===== src/rtl/rotimm_pkg.sv =====
package rotimm_pkg;
  localparam int WORD_W  = 32;
  localparam int REG_W   = 4;
  localparam int SHAMT_W = $clog2(WORD_W);
  localparam int N_FORMS = 2;

  typedef struct packed {
    logic               hit;
    logic               setf;
    logic [REG_W-1:0]   dst;
    logic [REG_W-1:0]   opnd;
    logic [SHAMT_W-1:0] amt;
    logic               forbidden;
  } dec_t;

  function automatic logic [WORD_W-1:0] rot_right(input logic [WORD_W-1:0] v,
                                                   input logic [SHAMT_W-1:0] k);
    logic [2*WORD_W-1:0] dbl;
    dbl = {v, v} >> k;
    return dbl[WORD_W-1:0];
  endfunction

  function automatic logic [WORD_W-1:0] rot_left(input logic [WORD_W-1:0] v,
                                                 input logic [SHAMT_W-1:0] k);
    logic [2*WORD_W-1:0] dbl;
    dbl = {v, v} << k;
    return dbl[2*WORD_W-1:WORD_W];
  endfunction

  function automatic logic [WORD_W-1:0] carry_rot(input logic [WORD_W-1:0] v,
                                                  input logic c);
    return {c, v[WORD_W-1:1]};
  endfunction

  function automatic logic reg_forbidden(input logic [REG_W-1:0] r);
    return (r == 4'd13) || (r == 4'd15);
  endfunction
endpackage


===== src/rtl/rotimm_form_dec.sv =====
module rotimm_form_dec
  import rotimm_pkg::*;
#(
  parameter bit DUAL = 1'b0
) (
  input  logic [WORD_W-1:0] insn,
  output dec_t              dec
);
  generate
    if (DUAL) begin : g_dual
      logic hi_ok, lo_ok;
      assign hi_ok = (insn[31:21] == 11'b11101010010) && (insn[19:16] == 4'b1111);
      assign lo_ok = (insn[5:4] == 2'b11);
      always_comb begin
        dec.hit       = hi_ok && lo_ok;
        dec.setf      = insn[20];
        dec.dst       = insn[11:8];
        dec.opnd      = insn[3:0];
        dec.amt       = {insn[14:12], insn[7:6]};
        dec.forbidden = reg_forbidden(insn[11:8]) || reg_forbidden(insn[3:0]);
      end
    end else begin : g_single
      always_comb begin
        dec.hit       = (insn[27:21] == 7'b0001101) && (insn[6:4] == 3'b110);
        dec.setf      = insn[20];
        dec.dst       = insn[15:12];
        dec.opnd      = insn[3:0];
        dec.amt       = insn[11:7];
        dec.forbidden = 1'b0;
      end
    end
  endgenerate
endmodule


===== src/rtl/rotimm_shift_core.sv =====
module rotimm_shift_core
  import rotimm_pkg::*;
(
  input  logic [WORD_W-1:0]  src,
  input  logic [SHAMT_W-1:0] amt,
  input  logic               c_in,
  output logic [WORD_W-1:0]  res,
  output logic               c_out,
  output logic               amt_zero
);
  logic [WORD_W-1:0] rot_res;
  logic [WORD_W-1:0] ext_res;

  assign amt_zero = (amt == '0);
  assign rot_res  = rot_right(src, amt);
  assign ext_res  = carry_rot(src, c_in);

  always_comb begin
    if (amt_zero) begin
      res   = ext_res;
      c_out = src[0];
    end else begin
      res   = rot_res;
      c_out = rot_res[WORD_W-1];
    end
  end

  // a nonzero rotation is undone by the left rotation
  always_comb begin
    if (!amt_zero) begin
      a_r4_rot_inverse: assert (rot_left(res, amt) == src);
    end
  end
endmodule


===== src/rtl/rotimm_unit.sv =====
module rotimm_unit
  import rotimm_pkg::*;
(
  input  logic               clk,
  input  logic               rst_n,
  input  logic               in_valid,
  input  logic               form_sel,
  input  logic [WORD_W-1:0]  insn,
  input  logic [WORD_W-1:0]  src_val,
  input  logic               carry_in,
  output logic               out_valid,
  output logic               wr_en,
  output logic [REG_W-1:0]   wr_idx,
  output logic [WORD_W-1:0]  result,
  output logic               flag_we,
  output logic               flag_n,
  output logic               flag_z,
  output logic               flag_c,
  output logic               no_match,
  output logic               bad_reg
);
  dec_t dec_v [N_FORMS];

  genvar f;
  generate
    for (f = 0; f < N_FORMS; f++) begin : g_form
      rotimm_form_dec #(.DUAL(f == 1)) u_dec (
        .insn (insn),
        .dec  (dec_v[f])
      );
    end
  endgenerate

  dec_t sel_dec;
  assign sel_dec = form_sel ? dec_v[1] : dec_v[0];

  logic [WORD_W-1:0] core_res;
  logic              core_c;
  logic              core_amt_zero;

  rotimm_shift_core u_core (
    .src      (src_val),
    .amt      (sel_dec.amt),
    .c_in     (carry_in),
    .res      (core_res),
    .c_out    (core_c),
    .amt_zero (core_amt_zero)
  );

  // named events for checking
  logic ev_accept, ev_miss, ev_reject;
  assign ev_accept = in_valid && sel_dec.hit && !sel_dec.forbidden;
  assign ev_miss   = in_valid && !sel_dec.hit;
  assign ev_reject = in_valid && sel_dec.hit && sel_dec.forbidden;

  always_ff @(posedge clk or negedge rst_n) begin
    if (!rst_n) begin
      out_valid <= 1'b0;
      wr_en     <= 1'b0;
      wr_idx    <= '0;
      result    <= '0;
      flag_we   <= 1'b0;
      flag_n    <= 1'b0;
      flag_z    <= 1'b0;
      flag_c    <= 1'b0;
      no_match  <= 1'b0;
      bad_reg   <= 1'b0;
    end else begin
      out_valid <= in_valid;
      wr_en     <= ev_accept;
      flag_we   <= ev_accept && sel_dec.setf;
      no_match  <= ev_miss;
      bad_reg   <= ev_reject;
      if (in_valid) begin
        wr_idx <= sel_dec.dst;
        result <= core_res;
        flag_n <= core_res[WORD_W-1];
        flag_z <= (core_res == '0);
        flag_c <= core_c;
      end
    end
  end

  // outputs follow the input valid by one cycle
  a_r9_latency: assert property (@(posedge clk) disable iff (!rst_n)
    in_valid |=> out_valid);
  a_r9_idle: assert property (@(posedge clk) disable iff (!rst_n)
    !out_valid |-> !(wr_en || flag_we || no_match || bad_reg));
  a_r9_exclusive: assert property (@(posedge clk) disable iff (!rst_n)
    $onehot0({wr_en, no_match, bad_reg}));
  // no effect on a miss
  a_r8_no_effect: assert property (@(posedge clk) disable iff (!rst_n)
    no_match |-> !wr_en && !flag_we);
  // disallowed registers suppress the write
  a_r7_blocked: assert property (@(posedge clk) disable iff (!rst_n)
    bad_reg |-> !wr_en && !flag_we);
  // N/Z agree with the registered result
  a_r6_nz: assert property (@(posedge clk) disable iff (!rst_n)
    flag_we |-> (flag_n == result[WORD_W-1]) && (flag_z == (result == '0)) && wr_en);
endmodule


===== config.mk =====
export PLATFORM = sky130hd
export DESIGN_NAME = rotimm_unit
export DESIGN_NICKNAME = d
export VERILOG_FILES = /design/src/rtl/rotimm_pkg.sv /design/src/rtl/rotimm_form_dec.sv /design/src/rtl/rotimm_shift_core.sv /design/src/rtl/rotimm_unit.sv
export SDC_FILE = /design/constraint.sdc
export NUM_CORES = 1
export LEC_CHECK = 0
export BUFFER_PORTS_ARGS = -buffer_cell sky130_fd_sc_hd__buf_2
export CAP_MARGIN = 20
export CORE_ASPECT_RATIO = 1.4
export CORE_MARGIN = 2
export CORE_UTILIZATION = 50
export DETAILED_ROUTE_END_ITERATION = 16
export PLACE_DENSITY = 0.83
export SYNTH_ARGS = -nofsm -noshare
export SYNTH_HDL_FRONTEND = slang
export SYNTH_HIERARCHICAL = 1
export SYNTH_SLANG_ARGS = --single-unit

===== constraint.sdc =====
create_clock -name clk -period 1.2 [get_ports clk]
set_clock_uncertainty 0.2 [all_clocks]
set_input_delay 0.12 -clock clk [delete_from_list [all_inputs] [get_ports clk]]
set_output_delay 0.12 -clock clk [all_outputs]
set_load 0.005 [all_outputs]

==> reports/metrics.cfg, run 1 <==
[outcome]
result_of_the_run=stopped before the end
outcome.stop_stage=global routing
error_line=[ERROR GRT-0232] Routing congestion too high. Check the congestion heatmap in the GUI.

[global_routing]
globalRouteOverflowTotal=3
track_usage=0.726
maximum_number_of_pins_on_one_net_before_global_route_repair=44

[yosys]
post_synth.cell_area_avg_um2=9.42
synth_cells=438
mappedNetlistArea_mm2=0.00413
yosys_warnings=6
postSynthNetCount=507

[cts]
largest_buffer_count_on_any_clock_path=2
cts_max_level=2
cts.root.buffer_cell=clkbuf_16
tritoncts.num_buffers=5

[place]
io_buffers=111
place.gp.congestion=1.11
dpl.hpwl_mm=14.9

[die]
initial_core_util=0.510
rows=39
floorplan.die.width_um=80.8
pin_count=113
fp.dieH_um=112

[sta]
worst-endpoint-pin-kind=sequential cell input
crit_endpoint=flag_z$_DFFE_PN0P_/D

-- through the flow --
step,instance area [µm²],std cells,hold WS (ns),worst slack [ns]
CTS,6910,812,0.00343,-1.63
floorplan,4290,438,-0.376,-1.61
detailed placement,6020,772,-0.0809,-2.07
global placement,6020,772,-0.0991,-2.01
-- layer usage --
layer,track usage,overflow
met1,0.764,0
met2,0.877,2
met3,0.547,0
met4,0.703,1
met5,0.106,0
-- timing repair --
action / in CTS
cloned: 2
pin swaps: 50
resized for setup: 106
hold buffers: 2
setup endpoints to repair: 38
endpoints found under the hold margin: 44
buffers inserted: 42
==> inputs of run 2 (changes only) <==
--- a/config.mk
+++ b/config.mk
@@ -7,11 +7,10 @@
 export LEC_CHECK = 0
 export BUFFER_PORTS_ARGS = -buffer_cell sky130_fd_sc_hd__buf_2
 export CAP_MARGIN = 20
-export CORE_ASPECT_RATIO = 1.4
 export CORE_MARGIN = 2
-export CORE_UTILIZATION = 50
+export CORE_UTILIZATION = 35
 export DETAILED_ROUTE_END_ITERATION = 16
-export PLACE_DENSITY = 0.83
+export PLACE_DENSITY_LB_ADDON = 0.15
 export SYNTH_ARGS = -nofsm -noshare
 export SYNTH_HDL_FRONTEND = slang
 export SYNTH_HIERARCHICAL = 1
==> reports/metrics.cfg, run 2 <==
[sta]
total_count_of_max_transition_violations_in_the_final_report=0
rsz0062_at_grt=yes
whs_ns=-0.00469
timing.fmax_ghz=0.357
period_needed_ns=2.80
post-route-period-util=2.33
final-setup-viol-count=36
final_hold_viol_count=1
fin_ws_ns=-1.60

[cts]
cts_max_level=2  ; unchanged
tritoncts=done
insertion_delay_ns=0.29
tritoncts_num_sinks=43
tritoncts.num_buffers=5  ; unchanged
cts.root.buffer_cell=clkbuf_16
largest_buffer_count_on_any_clock_path=2  ; unchanged
clk_pin_slew_worst_paths_ns=0.06

[place]
placedCellCount=842  ; +9.1%
dpl.hpwl_mm=15.1  ; +1.6%
dp_worst_setup_slack_ns=-1.99  ; +0.0741 ns
place.gp.congestion=0.972  ; -13%
io_buffers=111  ; unchanged

[final_layout]
most_common_cell_after_layout_fill_and_taps_aside=buf_4
stdcell_count=897
insertedDiodeCount=0
largest-register=result
largest_register_ffs=32
highest_count_cells_in_the_layout_ignoring_fill_and_taps=buf_4, buf_2, nand2_1
total_of_fill_cells_in_the_finished_design=948
postLayoutCoreUtil=0.650
syn_to_final_growth_pct=80.5
post_route_cells_drive_above_1_share=0.660
final_net_count=822
largestRegisters=result (32), wr_idx (4)

[route]
vias_per_cell=5.73
drtPass1Iterations=7
routed_wirelength_mm=19.7
avgRoutedWirePerCell_um=21.9
routed-via-count=5141
drt_iter0_markers=357
antenna_violating_nets_post_route=0
drc_violation_count_after_routing=0

[critical_path]
data_arrival_time_of_the_critical_path_ns=2.77
r2r_end=result[31]
r2r_cells=1
kind_of_end_point_of_the_critical_path=flop
critPathMaxFanout=6
rrSetupSlack_ns=0.20
r2r-start=result[31]
worst-endpoint-required_ns=1.17
worstSetupPathType=primary input to flop
timing.critical_path.from_type=primary input

[outcome]
result_of_the_run=finished with violations
violations=hold timing, setup timing

[global_routing]
use_met2=0.524
globalRouteMet1Util=0.410
maximum_number_of_pins_on_one_net_before_global_route_repair=44
globalRouteOverflowTotal=0
track_usage=0.312
busiest_layer=met2
initial_antenna_violation_count=0
grt_pass1_vias=5390
globalRouteMet3Util=0.0427
grt_pass1_wl_mm=30.6

[min_path]
timing.hold.worst_path_depth=3
worstHoldPathType=primary input to flop
worstHoldEndpoint=wr_idx[0]
hp-start=insn[12]

[die]
fp.dieH_um=113  ; +0.98%
pin_count=113  ; unchanged
floorplan.die.width_um=113  ; +39%
floorplan.core_area_mm2=0.0115
rows=39  ; unchanged
die_area_mm2=0.0127
initial_core_util=0.360  ; -0.150

[power]
total_leakage_power_nw=3.53
total_power_mw=8.48
irDropWorstVdd_mv=1.48
power_per_cell_area_mw_per_mm2=1140

[yosys]
mappedNetlistArea_mm2=0.00413  ; unchanged
synth_cells=438  ; unchanged
postSynthNetCount=507  ; unchanged
yosys_warnings=6  ; unchanged
post_synth.cell_area_avg_um2=9.42  ; unchanged

[run]
maxCapViolations=0

-- run 2: layout make-up --
type / instances / area [µm²] / area share
inverter: 3 / 11.3 / 0.00151
tap: 143 / 179 / 0.0240
timing repair buffer: 367 / 2760 / 0.370
clock buffer: 6 / 129 / 0.0173
multi-input combinational: 333 / 3240 / 0.435
sequential: 43 / 1080 / 0.144
clock inverter: 2 / 60.1 / 0.00806
-- run 2: worst max path at each step --
stage / start / endpoint / slack (ns) / depth (start not counted)
final: form_sel / result[15] / -1.60 / 10
after CTS: form_sel / flag_z / -1.51 / 10
after global placement: form_sel / flag_z / -1.98 / 12
after detailed placement: form_sel / flag_z / -1.99 / 12
after global routing: form_sel / flag_z / -1.64 / 14
after floorplan: form_sel / flag_z / -1.61 / 11
-- run 2: power by group --
part,internal (mW),switching [mW],leakage [nW]
combinational,2.64,2.14,2.93
sequential,1.76,0.169,0.512
clock,1.19,0.577,0.0911
-- run 2: metal layers --
metal  share of wire  vias to the layer above
met5               0                        -
met3           0.056                       48
met4           0.036                        0
met1            0.42                     2495
li1                -                     2349
met2            0.49                      249
-- run 2: what timing repair did --
action / 4_1_cts / 5_1_grt
hold buffers: 5 / 0
resized for setup: 99 / 43
setup endpoints to repair: 37 / 37
buffers inserted: 30 / 16
hold endpoints to repair: 46 / 0
pin swaps: 35 / 35
-- run 2: per-stage QoR --
step	TNS [ns]	hold WS, ns	area, µm²
floorplan	-42.66	-0.376	4290
global placement	-56.05	-0.0903	6260
detailed placement	-56.93	-0.0881	6260
CTS	-42.48	0.00119	7170
global route	-46.70	0.0193	7450
finish	-44.61	-0.00469	7450
-- run 2: critical path: stages --
cell	delay [ns]
buf_8	0.10
mux2_4	0.36
buf_4	0.16
mux2_2	0.27
mux4_2	0.51
mux2_2	0.29
a221o_1	0.40
buf_4	0.18
buf_4	0.12
mux2_2	0.25
Power figures use the tool's default switching activity.
